**config.mk**
```make
export PLATFORM = sky130hd
export DESIGN_NAME = gpio_irq_bank
export DESIGN_NICKNAME = d
export VERILOG_FILES = /design/src/rtl/gpio_bank_pkg.sv /design/src/rtl/gpio_pin_sync.sv /design/src/rtl/gpio_bank_regs.sv /design/src/rtl/gpio_irq_detect.sv /design/src/rtl/gpio_irq_bank.sv
export SDC_FILE = /design/constraint.sdc
export NUM_CORES = 1
export LEC_CHECK = 0
export CORE_UTILIZATION = 58
export CTS_CLUSTER_DIAMETER = 50
export DETAILED_ROUTE_END_ITERATION = 7
export PLACE_DENSITY_LB_ADDON = 0.1
export RECOVER_POWER = 50
export SYNTH_ARGS = -nofsm -noshare
export SYNTH_HDL_FRONTEND = slang
export SYNTH_HIERARCHICAL = 1
export SYNTH_SLANG_ARGS = --single-unit
```
**constraint.sdc**
```tcl
create_clock -name clk -period 16.6 [get_ports clk]
set_input_delay 3.32 -clock clk [delete_from_list [all_inputs] [get_ports clk]]
set_output_delay 3.32 -clock clk [all_outputs]
set_load 0.01 [all_outputs]
```
**src/rtl/gpio_bank_pkg.sv**
```systemverilog
package gpio_bank_pkg;
  localparam int unsigned REG_AW = 8;
  localparam int unsigned REG_DW = 32;

  localparam logic [REG_AW-1:0] OFS_MODE   = 8'h00;
  localparam logic [REG_AW-1:0] OFS_DIR    = 8'h04;
  localparam logic [REG_AW-1:0] OFS_ODATA  = 8'h08;
  localparam logic [REG_AW-1:0] OFS_IDATA  = 8'h0C;
  localparam logic [REG_AW-1:0] OFS_STAT   = 8'h10;
  localparam logic [REG_AW-1:0] OFS_CLR    = 8'h14;
  localparam logic [REG_AW-1:0] OFS_MASK   = 8'h18;
  localparam logic [REG_AW-1:0] OFS_UNMASK = 8'h1C;
  localparam logic [REG_AW-1:0] OFS_POL    = 8'h20;
  localparam logic [REG_AW-1:0] OFS_SENSE  = 8'h24;
  localparam logic [REG_AW-1:0] OFS_BOTH   = 8'h4C;
  localparam logic [REG_AW-1:0] OFS_INEN   = 8'h50;

  typedef struct packed {
    logic [REG_DW-1:0] mode;
    logic [REG_DW-1:0] dir;
    logic [REG_DW-1:0] odata;
    logic [REG_DW-1:0] pol;
    logic [REG_DW-1:0] sense;
    logic [REG_DW-1:0] both;
    logic [REG_DW-1:0] inen;
  } bank_cfg_t;

  function automatic logic [REG_DW-1:0] line_mask(input int unsigned n);
    line_mask = (n >= REG_DW) ? '1 : ((REG_DW'(1) << n) - REG_DW'(1));
  endfunction
endpackage

```
**src/rtl/gpio_pin_sync.sv**
```systemverilog
module gpio_pin_sync #(
  parameter int unsigned WIDTH = 32
) (
  input  logic             clk,
  input  logic             rst_n,
  input  logic [WIDTH-1:0] d,
  output logic [WIDTH-1:0] q,
  output logic [WIDTH-1:0] q_prev
);
  logic [WIDTH-1:0] stage1_q, stage2_q, hist_q;

  always_ff @(posedge clk or negedge rst_n) begin
    if (!rst_n) begin
      stage1_q <= '0;
      stage2_q <= '0;
      hist_q   <= '0;
    end else begin
      stage1_q <= d;
      stage2_q <= stage1_q;
      hist_q   <= stage2_q;
    end
  end

  assign q      = stage2_q;
  assign q_prev = hist_q;
endmodule

```
**src/rtl/gpio_bank_regs.sv**
```systemverilog
module gpio_bank_regs
  import gpio_bank_pkg::*;
#(
  parameter int unsigned NLINES = 32
) (
  input  logic              clk,
  input  logic              rst_n,
  input  logic              wr_en,
  input  logic [REG_AW-1:0] addr,
  input  logic [REG_DW-1:0] wdata,
  output bank_cfg_t         cfg,
  output logic [REG_DW-1:0] mask,
  output logic [REG_DW-1:0] clr_pulse
);
  localparam logic [REG_DW-1:0] LMASK = line_mask(NLINES);

  bank_cfg_t         cfg_q, cfg_d;
  logic [REG_DW-1:0] mask_q, mask_d;
  logic [REG_DW-1:0] wd;

  assign wd = wdata & LMASK;

  always_comb begin
    cfg_d     = cfg_q;
    mask_d    = mask_q;
    clr_pulse = '0;
    if (wr_en) begin
      case (addr)
        OFS_MODE:   cfg_d.mode  = wd;
        OFS_DIR:    cfg_d.dir   = wd;
        OFS_ODATA:  cfg_d.odata = wd;
        OFS_POL:    cfg_d.pol   = wd;
        OFS_SENSE:  cfg_d.sense = wd;
        OFS_BOTH:   cfg_d.both  = wd;
        OFS_INEN:   cfg_d.inen  = wd;
        OFS_CLR:    clr_pulse   = wd;
        OFS_MASK:   mask_d      = mask_q & wd;
        OFS_UNMASK: mask_d      = mask_q | wd;
        default:    ;
      endcase
    end
  end

  always_ff @(posedge clk or negedge rst_n) begin
    if (!rst_n) begin
      cfg_q  <= '0;
      mask_q <= '0;
    end else if (wr_en) begin
      cfg_q  <= cfg_d;
      mask_q <= mask_d;
    end
  end

  assign cfg  = cfg_q;
  assign mask = mask_q;
endmodule

```
**src/rtl/gpio_irq_detect.sv**
```systemverilog
module gpio_irq_detect
  import gpio_bank_pkg::*;
#(
  parameter int unsigned NLINES = 32
) (
  input  logic              clk,
  input  logic              rst_n,
  input  bank_cfg_t         cfg,
  input  logic [REG_DW-1:0] lvl,
  input  logic [REG_DW-1:0] lvl_prev,
  input  logic [REG_DW-1:0] clr,
  output logic [REG_DW-1:0] status
);
  localparam logic [REG_DW-1:0] LMASK = line_mask(NLINES);

  logic [REG_DW-1:0] latch_q, latch_d;
  logic [REG_DW-1:0] rise, fall, hit, armed, lvl_st;

  always_comb begin
    rise    = lvl & ~lvl_prev;
    fall    = ~lvl & lvl_prev;
    hit     = (cfg.both & (rise | fall))
            | (~cfg.both & ~cfg.pol & rise)
            | (~cfg.both &  cfg.pol & fall);
    armed   = cfg.mode & cfg.sense & cfg.inen;
    latch_d = ((latch_q & ~clr) | (hit & armed)) & LMASK;
    lvl_st  = cfg.mode & ~cfg.sense & cfg.inen & (lvl ^ cfg.pol);
  end

  always_ff @(posedge clk or negedge rst_n) begin
    if (!rst_n) latch_q <= '0;
    else        latch_q <= latch_d;
  end

  assign status = ((latch_q & cfg.mode & cfg.sense) | lvl_st) & LMASK;
endmodule

```
**src/rtl/gpio_irq_bank.sv**
```systemverilog
module gpio_irq_bank
  import gpio_bank_pkg::*;
#(
  parameter int unsigned NLINES = 32
) (
  input  logic              clk,
  input  logic              rst_n,
  input  logic              bus_sel,
  input  logic              bus_wr,
  input  logic [7:0]        bus_addr,
  input  logic [31:0]       bus_wdata,
  output logic [31:0]       bus_rdata,
  input  logic [NLINES-1:0] pin_in,
  output logic [NLINES-1:0] pin_out,
  output logic [NLINES-1:0] pin_oe,
  output logic              irq_out
);
  localparam logic [REG_DW-1:0] LMASK = line_mask(NLINES);

  logic              rst_meta_q, rst_q;
  bank_cfg_t         cfg;
  logic [REG_DW-1:0] mask_w, clr_w, status_w, mode_w;
  logic [NLINES-1:0] sync_lvl, sync_prev;
  logic [REG_DW-1:0] lvl32, prev32, idata, oe32;

  always_ff @(posedge clk or negedge rst_n) begin
    if (!rst_n) begin
      rst_meta_q <= 1'b0;
      rst_q      <= 1'b0;
    end else begin
      rst_meta_q <= 1'b1;
      rst_q      <= rst_meta_q;
    end
  end

  gpio_pin_sync #(.WIDTH(NLINES)) u_sync (
    .clk(clk), .rst_n(rst_q), .d(pin_in), .q(sync_lvl), .q_prev(sync_prev)
  );

  assign lvl32  = REG_DW'(sync_lvl);
  assign prev32 = REG_DW'(sync_prev);

  gpio_bank_regs #(.NLINES(NLINES)) u_regs (
    .clk(clk), .rst_n(rst_q), .wr_en(bus_sel & bus_wr), .addr(bus_addr),
    .wdata(bus_wdata), .cfg(cfg), .mask(mask_w), .clr_pulse(clr_w)
  );

  gpio_irq_detect #(.NLINES(NLINES)) u_det (
    .clk(clk), .rst_n(rst_q), .cfg(cfg), .lvl(lvl32), .lvl_prev(prev32),
    .clr(clr_w), .status(status_w)
  );

  assign mode_w  = cfg.mode;
  assign oe32    = ~cfg.mode & cfg.dir & LMASK;
  assign pin_oe  = oe32[NLINES-1:0];
  assign pin_out = cfg.odata[NLINES-1:0];
  assign idata   = lvl32 & cfg.inen;
  assign irq_out = |(status_w & mask_w);

  always_comb begin
    case (bus_addr)
      OFS_MODE:  bus_rdata = cfg.mode;
      OFS_DIR:   bus_rdata = cfg.dir;
      OFS_ODATA: bus_rdata = cfg.odata;
      OFS_IDATA: bus_rdata = idata;
      OFS_STAT:  bus_rdata = status_w;
      OFS_MASK:  bus_rdata = mask_w;
      OFS_POL:   bus_rdata = cfg.pol;
      OFS_SENSE: bus_rdata = cfg.sense;
      OFS_BOTH:  bus_rdata = cfg.both;
      OFS_INEN:  bus_rdata = cfg.inen;
      default:   bus_rdata = '0;
    endcase
  end
endmodule

```
==> results of run 1 <==
[cells in the final DEF (no fill, tap or decap), types with 11 or more instances in the layout]
cell type	Yosys	final
nor4_1	33	33
inv_1	97	97
nand3b_1	33	33
o2bb2ai_1	18	18
dfrtp_1	386	386
nand2_1	88	88
buf_4	4	30
clkbuf_16	0	45
a21boi_1	32	32
nor2b_1	67	64
nand4_1	46	46
o22ai_1	32	32
xor2_1	32	32
and2_1	36	35
mux2_4	30	30
dlygate4sd3_1	0	33
and3_1	18	18
ha_1	64	64
clkdlybuf4s50_1	0	137
nor2_1	34	34
a41oi_1	32	32
a22o_1	31	31
mux2i_1	19	19
o211ai_1	13	13
clkinv_2	0	11
mux2_2	206	206
a222oi_1	21	21
a22oi_1	47	47
a21oi_1	13	13
mux2_1	14	14
a32o_1	13	13
nor3_1	33	32
a211oi_1	32	32
o21ai_0	19	19
[cell families (layout without fill, tap and decap cells)]
| logic type | after synthesis | after routing | share of synthesized area (%) |
|---|---|---|---|
| and+or+nand+nor | 426 | 426 | 12.8 |
| DFF | 386 | 386 | 49.0 |
| AOI/OAI and AO/OA | 306 | 306 | 12.0 |
| muxes | 269 | 269 | 15.8 |
| buffers and inverters | 225 | 382 | 4.87 |
| adders and majority gates | 64 | 64 | 4.06 |
| xor gates and xnor gates | 32 | 32 | 1.42 |
| other | 1 | 2 | 0.0190 |
[cell type report]
type,instances,area [µm²]
antenna,1,2.50
clock buffer,59,1230
clock inverter,23,223
fill,2403,10300
inverter,97,364
multi-input combinational,1098,9160
sequential,386,9660
tap,448,561
timing repair buffer,203,1940
[routing by layer]
layer / vias to the layer above / wire, µm / GRT usage (%)
met2: 698 / 27600 / 53.5
li1: 6528 / - / -
met5: - / 0 / 0
met1: 7712 / 23700 / 45.1
met3: 156 / 4430 / 5.81
met4: 0 / 2030 / 13.0
[worst min-delay path by stage]
stage / to / slack (ns) / depth (start not counted)
global placement: u_sync/q[3] / 0.33 / 0
floorplan: rst_q / 0.33 / 0
global route: u_sync/q[24] / 0.35 / 0
finish: rst_q / 0.35 / 0
CTS: u_sync/q[24] / 0.35 / 0
detailed placement: u_sync/q[2] / 0.33 / 0
[power by group through the flow]
stage          combinational (µW)  clock, µW  sequential (µW)
2_1_floorplan                75.0          0             1020
3_3_place_gp                  138          0             1020
3_5_place_dp                  142          0             1020
4_1_cts                       143        984             1000
5_1_grt                       154       1020             1010
6_report                      142        973             1000
[per-stage QoR]
stage	cells	cell area, µm²	total power (µW)	worst slack [ns]
5_1_grt	2315	23100	2190	3.24
3_5_place_dp	2232	21700	1160	5.79
3_3_place_gp	2232	21700	1150	5.95
6_report	2315	23100	2120	5.57
4_1_cts	2314	23200	2130	5.79
2_1_floorplan	1709	19700	1100	5.05
[registers in the layout (all words and copies together), names as in the netlist]
name / flops
u_regs/cfg: 224
u_det/latch_q: 32
u_regs/mask: 32
u_sync/q: 32
u_sync/q_prev: 32
u_sync/stage1_q: 32
rst_meta_q: 1
rst_q: 1
[worst max-delay path, cell delays in order (launching register included)]
cell and delay [ns]:
dfrtp_1 2.12, clkbuf_1 6.31, buf_4 1.46, buf_4 0.89
==> results.ini, run 1 <==
[cts]
clock-sinks = 386
cts-hold-fix-buffers = 0
clk_pin_slew_ns = 0.06
cts_buffers = 45
cts_setup_buffers = 0
postCtsResizedCells = 0
cts_tree = done
h-tree-depth = 2
root_buffer = clkbuf_16
insertion_delay_ns = 0.55
clk_path_buf_depth = 3

[worst_setup_path]
reg2reg_depth = 3
critPathKind = flop to async pin
cp.arrival_ns = 11.58
endpoint = u_regs/cfg[110]
end_kind = async pin
r2r_start = rst_q
critPathRequiredTime_ns = 17.14
critPathMaxFanout = 168
startpoint = rst_q
reg2reg_setup_slack_ns = 5.57
r2r_end = u_regs/cfg[110]
start_kind = flop

[routing]
drt-wirelength-per-cell_um = 24.9
drc = 0
vias = 15100
wl_mm = 57.7
drtAntennaViolNets = 0
drt_iter0_drc = 1474
vias_per_cell = 6.52
first_pass_iters = 6

[timing]
hold_viol_final = 0
setup_violations = 0
min_period_over_period_pct = 66.5
clock.fmax_mhz = 90.6
fin_skew_ns = 0.0174
slew_violations = 238
worstMarginPinSlew_ns = 8.90
period_minus_slack_ns = 11.03
rsz0062_at_grt = false
setup_tns_ns = 0
holdWs_ns = 0.347
slew_headroom_pct = -494

[layout]
nNetsFinal = 1971
areaGrowthSynthToFinish_pct = 17.4
drive_gt1_share_pct = 19.7
fin_util_pct = 69.2

[synth]
synth_area_leaders = dfrtp_1 49%, mux2_2 12%, ha_1 4.1%, mux2_4 2.3%, nor2b_1 2.1%
yosys.area.top_type = dfrtp_1
ys_seq_area_share_pct = 49.0
yosysTopAreaCellShare_pct = 49.0
syn_avg_cell_area_um2 = 11.5
synth_nets = 1849
synth.most_common_cell = dfrtp_1
async_flop_share_pct = 100
synth_enable_flop_cells = 0
syn_area_mm2 = 0.0197
synthCells = 1709
synth_common_cells = 386 x dfrtp_1, 206 x mux2_2, 97 x inv_1, 88 x nand2_1, 71 x clkbuf_1
ys.flop_type = dfrtp_1
ys_ff_latch = 386
ys_types = 60
ys_warn_count = 6

[power_and_ir_drop]
combPwrFrac_pct = 6.7
seqPwrFrac_pct = 47.4
power.internal_uw = 1600
power_switching_uw = 516
ir_drop_mv = 0.0695
swShare_pct = 24.4
pwr-share-clk_pct = 45.9
powerDensity_mw_per_mm2 = 91.5
static-leakage-power_uw = 0.0106

[floorplan]
die-height_um = 186
io_pins = 173
die-area_mm2 = 0.0347
core-area_mm2 = 0.0334
start_util_pct = 58.9
fp.dieW_um = 186
num_rows = 67

[global_route]
grt_max_degree = 169
grt_use_total_pct = 33.3
antenna_found_initial = 2
grt_overflow = 0
grt_pass1_vias = 15200
grt_pass1_wl_mm = 89.5

[run_status]
failed_checks = max-capacitance violations, max-slew violations
status = complete, but fails checks

[placed_design]
dp_hpwl_mm = 35.5
gp_congestion = 0.910
io_buffers = 172

[min_path]
worstHoldStart = rst_meta_q
hold_class = flop to flop

[flow_run]
max-cap-violations = 2

Note: power is estimated with default switching activity, not from simulation.
==> run 2: changes to the inputs <==
- clock period: 16.6 -> 11.28 ns (I/O delays scaled with it)
==> run 2 against run 1 <==
- the flow still finishes with violations (max-capacitance violations, max-slew violations)
- non-clock buffer count down 3
- utilization decreased by 0.15 points
- cell area down 0.22%
- count of clock-buffer cells in the layout increased by 2
- sequential power increased by 48%
- die area is the same
- combinational power rose by 47%
- clock skew up 0.0065 ns
- first-iteration DRC count decreased by 16%
- largest cell class unchanged
==> results.ini, run 2 (same netlist as run 1, synthesis figures left out) <==
[floorplan]
fp.dieW_um = 186  ; unchanged
core-area_mm2 = 0.0334  ; unchanged
num_rows = 67  ; unchanged
die-height_um = 186  ; unchanged
start_util_pct = 58.9  ; unchanged
io_pins = 173  ; unchanged
die-area_mm2 = 0.0347  ; unchanged

[worst_setup_path]
critPathMaxFanout = 18  ; -89%
critPathKind = primary input to primary output
start_kind = primary input
end_kind = primary output
cp.arrival_ns = 6.47  ; -5.11 ns
r2r_start = rst_q
reg2reg_setup_slack_ns = 3.81  ; -1.76 ns
reg2reg_depth = 2  ; -1
critPathRequiredTime_ns = 9.02  ; -8.12 ns
r2r_end = u_regs/cfg[176]

[cts]
root_buffer = clkbuf_16
postCtsResizedCells = 0  ; unchanged
h-tree-depth = 2  ; unchanged
insertion_delay_ns = 0.58  ; +0.03 ns
cts_setup_buffers = 0  ; unchanged
cts-hold-fix-buffers = 0  ; unchanged
cts_tree = done
clk_path_buf_depth = 3  ; unchanged
cts_buffers = 44  ; -2.2%
clock-sinks = 386  ; unchanged
clk_pin_slew_ns = 0.06  ; about the same

[timing]
worstMarginPinSlew_ns = 4.47  ; -4.44 ns
setup_tns_ns = 0  ; unchanged
min_period_over_period_pct = 77.4
slew_headroom_pct = -198  ; +300 points
slew_violations = 391  ; +64%
hold_viol_final = 0  ; unchanged
clock.fmax_mhz = 115
setup_violations = 0  ; unchanged
fin_skew_ns = 0.0239  ; +0.00651 ns
period_minus_slack_ns = 8.73
rsz0062_at_grt = false

[routing]
drtAntennaViolNets = 0  ; unchanged
first_pass_iters = 8  ; +2
drt_iter0_drc = 1243  ; -16%
vias = 14900  ; -1.2%
vias_per_cell = 6.47  ; -0.76%
drc = 0  ; unchanged
drt-wirelength-per-cell_um = 25.0  ; +0.25%
wl_mm = 57.6  ; -0.18%

[global_route]
globalRouteMet2Util_pct = 52.7  ; -0.89 points
met1_usage_pct = 45.8  ; +0.66 points
grt_pass1_wl_mm = 89.2  ; -0.32%
grt_overflow = 0  ; unchanged
antenna_found_initial = 0  ; -2
grt_use_total_pct = 33.5  ; +0.21 points
grt_pass1_vias = 14900  ; -1.8%
top_usage_layer = met2
grt_max_degree = 179  ; +5.9%
met3_usage_pct = 5.66  ; -0.15 points

[layout]
areaGrowthSynthToFinish_pct = 17.2
final_common_cell = dfrtp_1
drive_gt1_share_pct = 19.4  ; -0.28 points
ff_latch_area_mm2 = 0.00966  ; unchanged
mostFrequentLayoutCells = 386 x dfrtp_1, 206 x mux2_2, 137 x clkdlybuf4s50_1
final.fill_count = 2470  ; +2.8%
multi_input_area_mm2 = 0.00916  ; about the same
largest_reg_flops = 224  ; unchanged
nNetsFinal = 1967  ; -0.20%
antenna_cells = 0  ; -1
layout.cells.non_filler = 2305  ; -0.43%

[run_status]
failed_checks = max-capacitance violations, max-slew violations
status = complete, but fails checks

[placed_design]
gp_congestion = 0.877  ; -3.7%
dp_hpwl_mm = 34.9  ; -1.8%
dp.cells = 2229  ; -0.13%
io_buffers = 172  ; unchanged

[power_and_ir_drop]
ir_drop_mv = 0.135  ; +94%
static-leakage-power_uw = 0.0106  ; -0.33%
powerDensity_mw_per_mm2 = 135  ; +47%
power_uw = 3110  ; +47%

[flow_run]
max-cap-violations = 4  ; +2

[min_path]
min_to = u_sync/q[0]
hold_class = flop to flop
worstHoldStart = u_sync/stage1_q[0]
min_path_cells = 0  ; unchanged

[run 2: cell count changes in the layout (fill, tap and decap cells not counted), sizes merged]
cell / change
inv: +2
clkinvlp: +1
clkinv: -11
diode: -1
clkbuf: +4
buf: -5
[run 2: report_power, final]
part	internal, µW	switching (µW)	leakage [µW]
Combinational	88.4	120	0.00492
Sequential	1430	47.1	0.00498
Clock	852	577	0.000706
[run 2: metrics by stage]
stage          hold slack, ns  util [%]  setup slack [ns]  instance area [µm²]
6_report                0.347      69.0              2.55                23100
3_3_place_gp            0.331      64.8              2.72                21700
3_5_place_dp            0.335      64.8              2.65                21700
4_1_cts                 0.348      69.1              2.68                23100
5_1_grt                 0.352      69.0              2.25                23100
2_1_floorplan           0.331         -              4.98                19700
[run 2: final cells by class]
type | instances | area share [%]
sequential | 386 | 41.8
clock buffer | 61 | 5.48
multi-input combinational | 1098 | 39.7
inverter | 97 | 1.58
timing repair buffer | 200 | 8.28
tap | 448 | 2.43
clock inverter | 15 | 0.737
[run 2: worst max-delay path by stage]
stage                     start                to  cells past startpoint  slack (ns)
floorplan                 rst_q  u_det/latch_q[0]                      0        4.98
global placement    bus_addr[5]      bus_rdata[5]                      6        2.72
global route              rst_q   u_regs/cfg[144]                      2        2.25
finish              bus_addr[5]     bus_rdata[16]                      6        2.55
CTS                 bus_addr[5]      bus_rdata[5]                      6        2.68
detailed placement  bus_addr[5]      bus_rdata[5]                      6        2.65
[run 2: metal layers]
layer | vias to the layer above | share of wire [%]
met2 | 723 | 47
met3 | 160 | 7.6
li1 | 6482 | -
met4 | 0 | 4.2
met5 | - | 0
met1 | 7550 | 41
[run 2: worst max-delay path: stages]
cell and delay (ns):
clkdlybuf4s50_1 0.85, or4_1 1.20, nor3_4 1.17, a22oi_1 0.23
nand4_1 0.22, clkdlybuf4s50_1 0.55
==> run 3: changes to the inputs <==
- CORE_UTILIZATION: 58 -> 53
- clock period: 11.28 -> 7.4 ns (I/O delays scaled with it)
==> run 3 against run 2 <==
- critical path depth rose by 2
- global-route usage fell by 2.3 points
- non-clock buffer count rose by 10
- power rose by 57%
- via count rose by 0.47%
- wire length rose by 2.5%
- cell count rose by 1.8%
- the flow finishes with violations (design-rule violations, max-capacitance violations, max-slew violations)
- critical endpoint is now bus_rdata[25]
==> results.ini, run 3 (same netlist as run 1, synthesis figures left out) <==
[floorplan]
num_rows = 70  ; +4.5%
die-area_mm2 = 0.0380  ; +9.3%
io_pins = 173  ; unchanged
die-height_um = 195  ; +4.6%
start_util_pct = 53.8  ; -5.1 points
fp.dieW_um = 195  ; +4.6%
core-area_mm2 = 0.0366  ; +9.5%

[layout]
layout.cells.non_filler = 2347  ; +1.8%
mostFrequentLayoutCells = 386 x dfrtp_1, 206 x mux2_2, 137 x clkdlybuf4s50_1
nNetsFinal = 1980  ; +0.66%
final_common_cell = dfrtp_1
ff_latch_area_mm2 = 0.00966  ; unchanged
areaGrowthSynthToFinish_pct = 18.5
final.fill_count = 2940  ; +19%
largest_reg_flops = 224  ; unchanged
fin_util_pct = 63.8  ; -5.3 points
multi_input_area_mm2 = 0.00915  ; about the same
drive_gt1_share_pct = 20.2  ; +0.85 points

[cts]
cts_buffers = 47  ; +6.8%
clk_path_buf_depth = 3  ; unchanged
root_buffer = clkbuf_16
insertion_delay_ns = 0.58  ; about the same
cts-hold-fix-buffers = 0  ; unchanged
clk_pin_slew_ns = 0.05  ; about the same
cts_tree = done
postCtsResizedCells = 0  ; unchanged
clock-sinks = 386  ; unchanged
cts_setup_buffers = 0  ; unchanged
h-tree-depth = 2  ; unchanged

[timing]
clock.fmax_mhz = 157
fin_skew_ns = 0.0145  ; -0.00945 ns
period_minus_slack_ns = 6.38
slew_violations = 209  ; -47%
min_period_over_period_pct = 86.2
setup_tns_ns = 0  ; unchanged
worstMarginPinSlew_ns = 3.91  ; -0.554 ns
setup_violations = 0  ; unchanged
rsz0062_at_grt = false
hold_viol_final = 0  ; unchanged
slew_headroom_pct = -161  ; +37 points

[routing]
wl_mm = 59.0  ; +2.5%
drt-wirelength-per-cell_um = 25.2  ; +0.71%
vias = 15000  ; +0.47%
drc = 1  ; +1
drtAntennaViolNets = 0  ; unchanged
first_pass_iters = 8  ; unchanged
vias_per_cell = 6.38  ; -1.3%
drt_iter0_drc = 1480  ; +19%

[worst_setup_path]
end_kind = primary output
start_kind = primary input
cp.arrival_ns = 4.90  ; -1.57 ns
critPathKind = primary input to primary output
critPathMaxFanout = 15  ; -3
critPathRequiredTime_ns = 5.92  ; -3.10 ns

[placed_design]
gp_congestion = 0.857  ; -2.2%
dp.cells = 2259  ; +1.3%
dp_hpwl_mm = 36.6  ; +4.9%
io_buffers = 172  ; unchanged

[run_status]
status = complete, but fails checks
failed_checks = design-rule violations, max-capacitance violations, max-slew violations

[power_and_ir_drop]
power_switching_uw = 1190  ; +59%
swShare_pct = 24.3  ; +0.33 points
power_uw = 4890  ; +57%
static-leakage-power_uw = 0.0107  ; +1.2%
pwr-share-clk_pct = 47.5  ; +1.6 points
combPwrFrac_pct = 6.6  ; about the same
ir_drop_mv = 0.145  ; +7.0%
powerDensity_mw_per_mm2 = 209  ; +55%
seqPwrFrac_pct = 46.0  ; -1.4 points
power.internal_uw = 3700  ; +56%

[global_route]
grt_use_total_pct = 31.2  ; -2.3 points
grt_overflow = 0  ; unchanged
antenna_found_initial = 0  ; unchanged
grt_pass1_wl_mm = 90.3  ; +1.2%
grt_pass1_vias = 14900  ; -0.040%
grt_max_degree = 179  ; unchanged

[min_path]
hold_class = flop to flop

[flow_run]
max-cap-violations = 2  ; -2

==> run 3: cell types whose count changed in the layout (fill, tap and decap cells not counted), moves of 2 or more <==
cell and delta:
clkinvlp_4 +4, clkinv_4 +2, clkbuf_1 -2, clkinv_2 +4, buf_4 +11, clkbuf_16 +4
==> run 3: final timing paths <==
path	startpoint	to	slack, ns	cells past startpoint
worst min register to register	u_sync/stage1_q[21]	u_sync/q[21]	0.35	0
worst max register to register	rst_q	u_sync/stage1_q[12]	1.75	1
min in group asynchronous	rst_q	u_sync/q[5]	0.87	0
max in group asynchronous	rst_q	u_sync/stage1_q[12]	1.75	1
worst min-delay path	u_sync/stage1_q[21]	u_sync/q[21]	0.35	0
worst max-delay path	bus_addr[3]	bus_rdata[25]	1.02	8
==> run 3: critical path: stages <==
cell,delay [ns]
clkdlybuf4s50_1,1.17
nor4b_4,0.34
buf_4,0.32
and2_1,0.43
buf_4,0.30
a22oi_1,0.14
nand4_1,0.16
clkdlybuf4s50_1,0.55
==> run 3: layer usage <==
layer | vias up | share of wire, % | global-route usage (%)
met3 | 129 | 8.8 | 7.01
met4 | 0 | 2.7 | 9.57
li1 | 6531 | - | -
met5 | - | 0 | 0
met1 | 7612 | 43 | 44.2
met2 | 713 | 45 | 47.8
==> run 3: layout make-up <==
cell class	count	share of cell area [%]
timing repair buffer	210	8.60
multi-input combinational	1098	39.2
clock buffer	63	5.78
tap	468	2.51
antenna	1	0.0107
sequential	386	41.4
clock inverter	24	0.981
inverter	97	1.56
==> run 3: power groups by stage <==
stage / Clock [µW] / Sequential (µW) / Combinational (µW)
2_1_floorplan: 0 / 2290 / 168
3_3_place_gp: 0 / 2280 / 313
3_5_place_dp: 0 / 2290 / 321
4_1_cts: 2360 / 2250 / 324
5_1_grt: 2440 / 2260 / 348
6_report: 2320 / 2250 / 320
==> run 3: metrics by stage <==
step           worst slack, ns  hold WS [ns]  area [µm²]
6_report                  1.02         0.346       23300
4_1_cts                   1.14         0.348       23400
2_1_floorplan             1.10         0.331       19700
5_1_grt                  0.598         0.350       23300
3_5_place_dp              1.16         0.335       21800
3_3_place_gp              1.19         0.334       21800
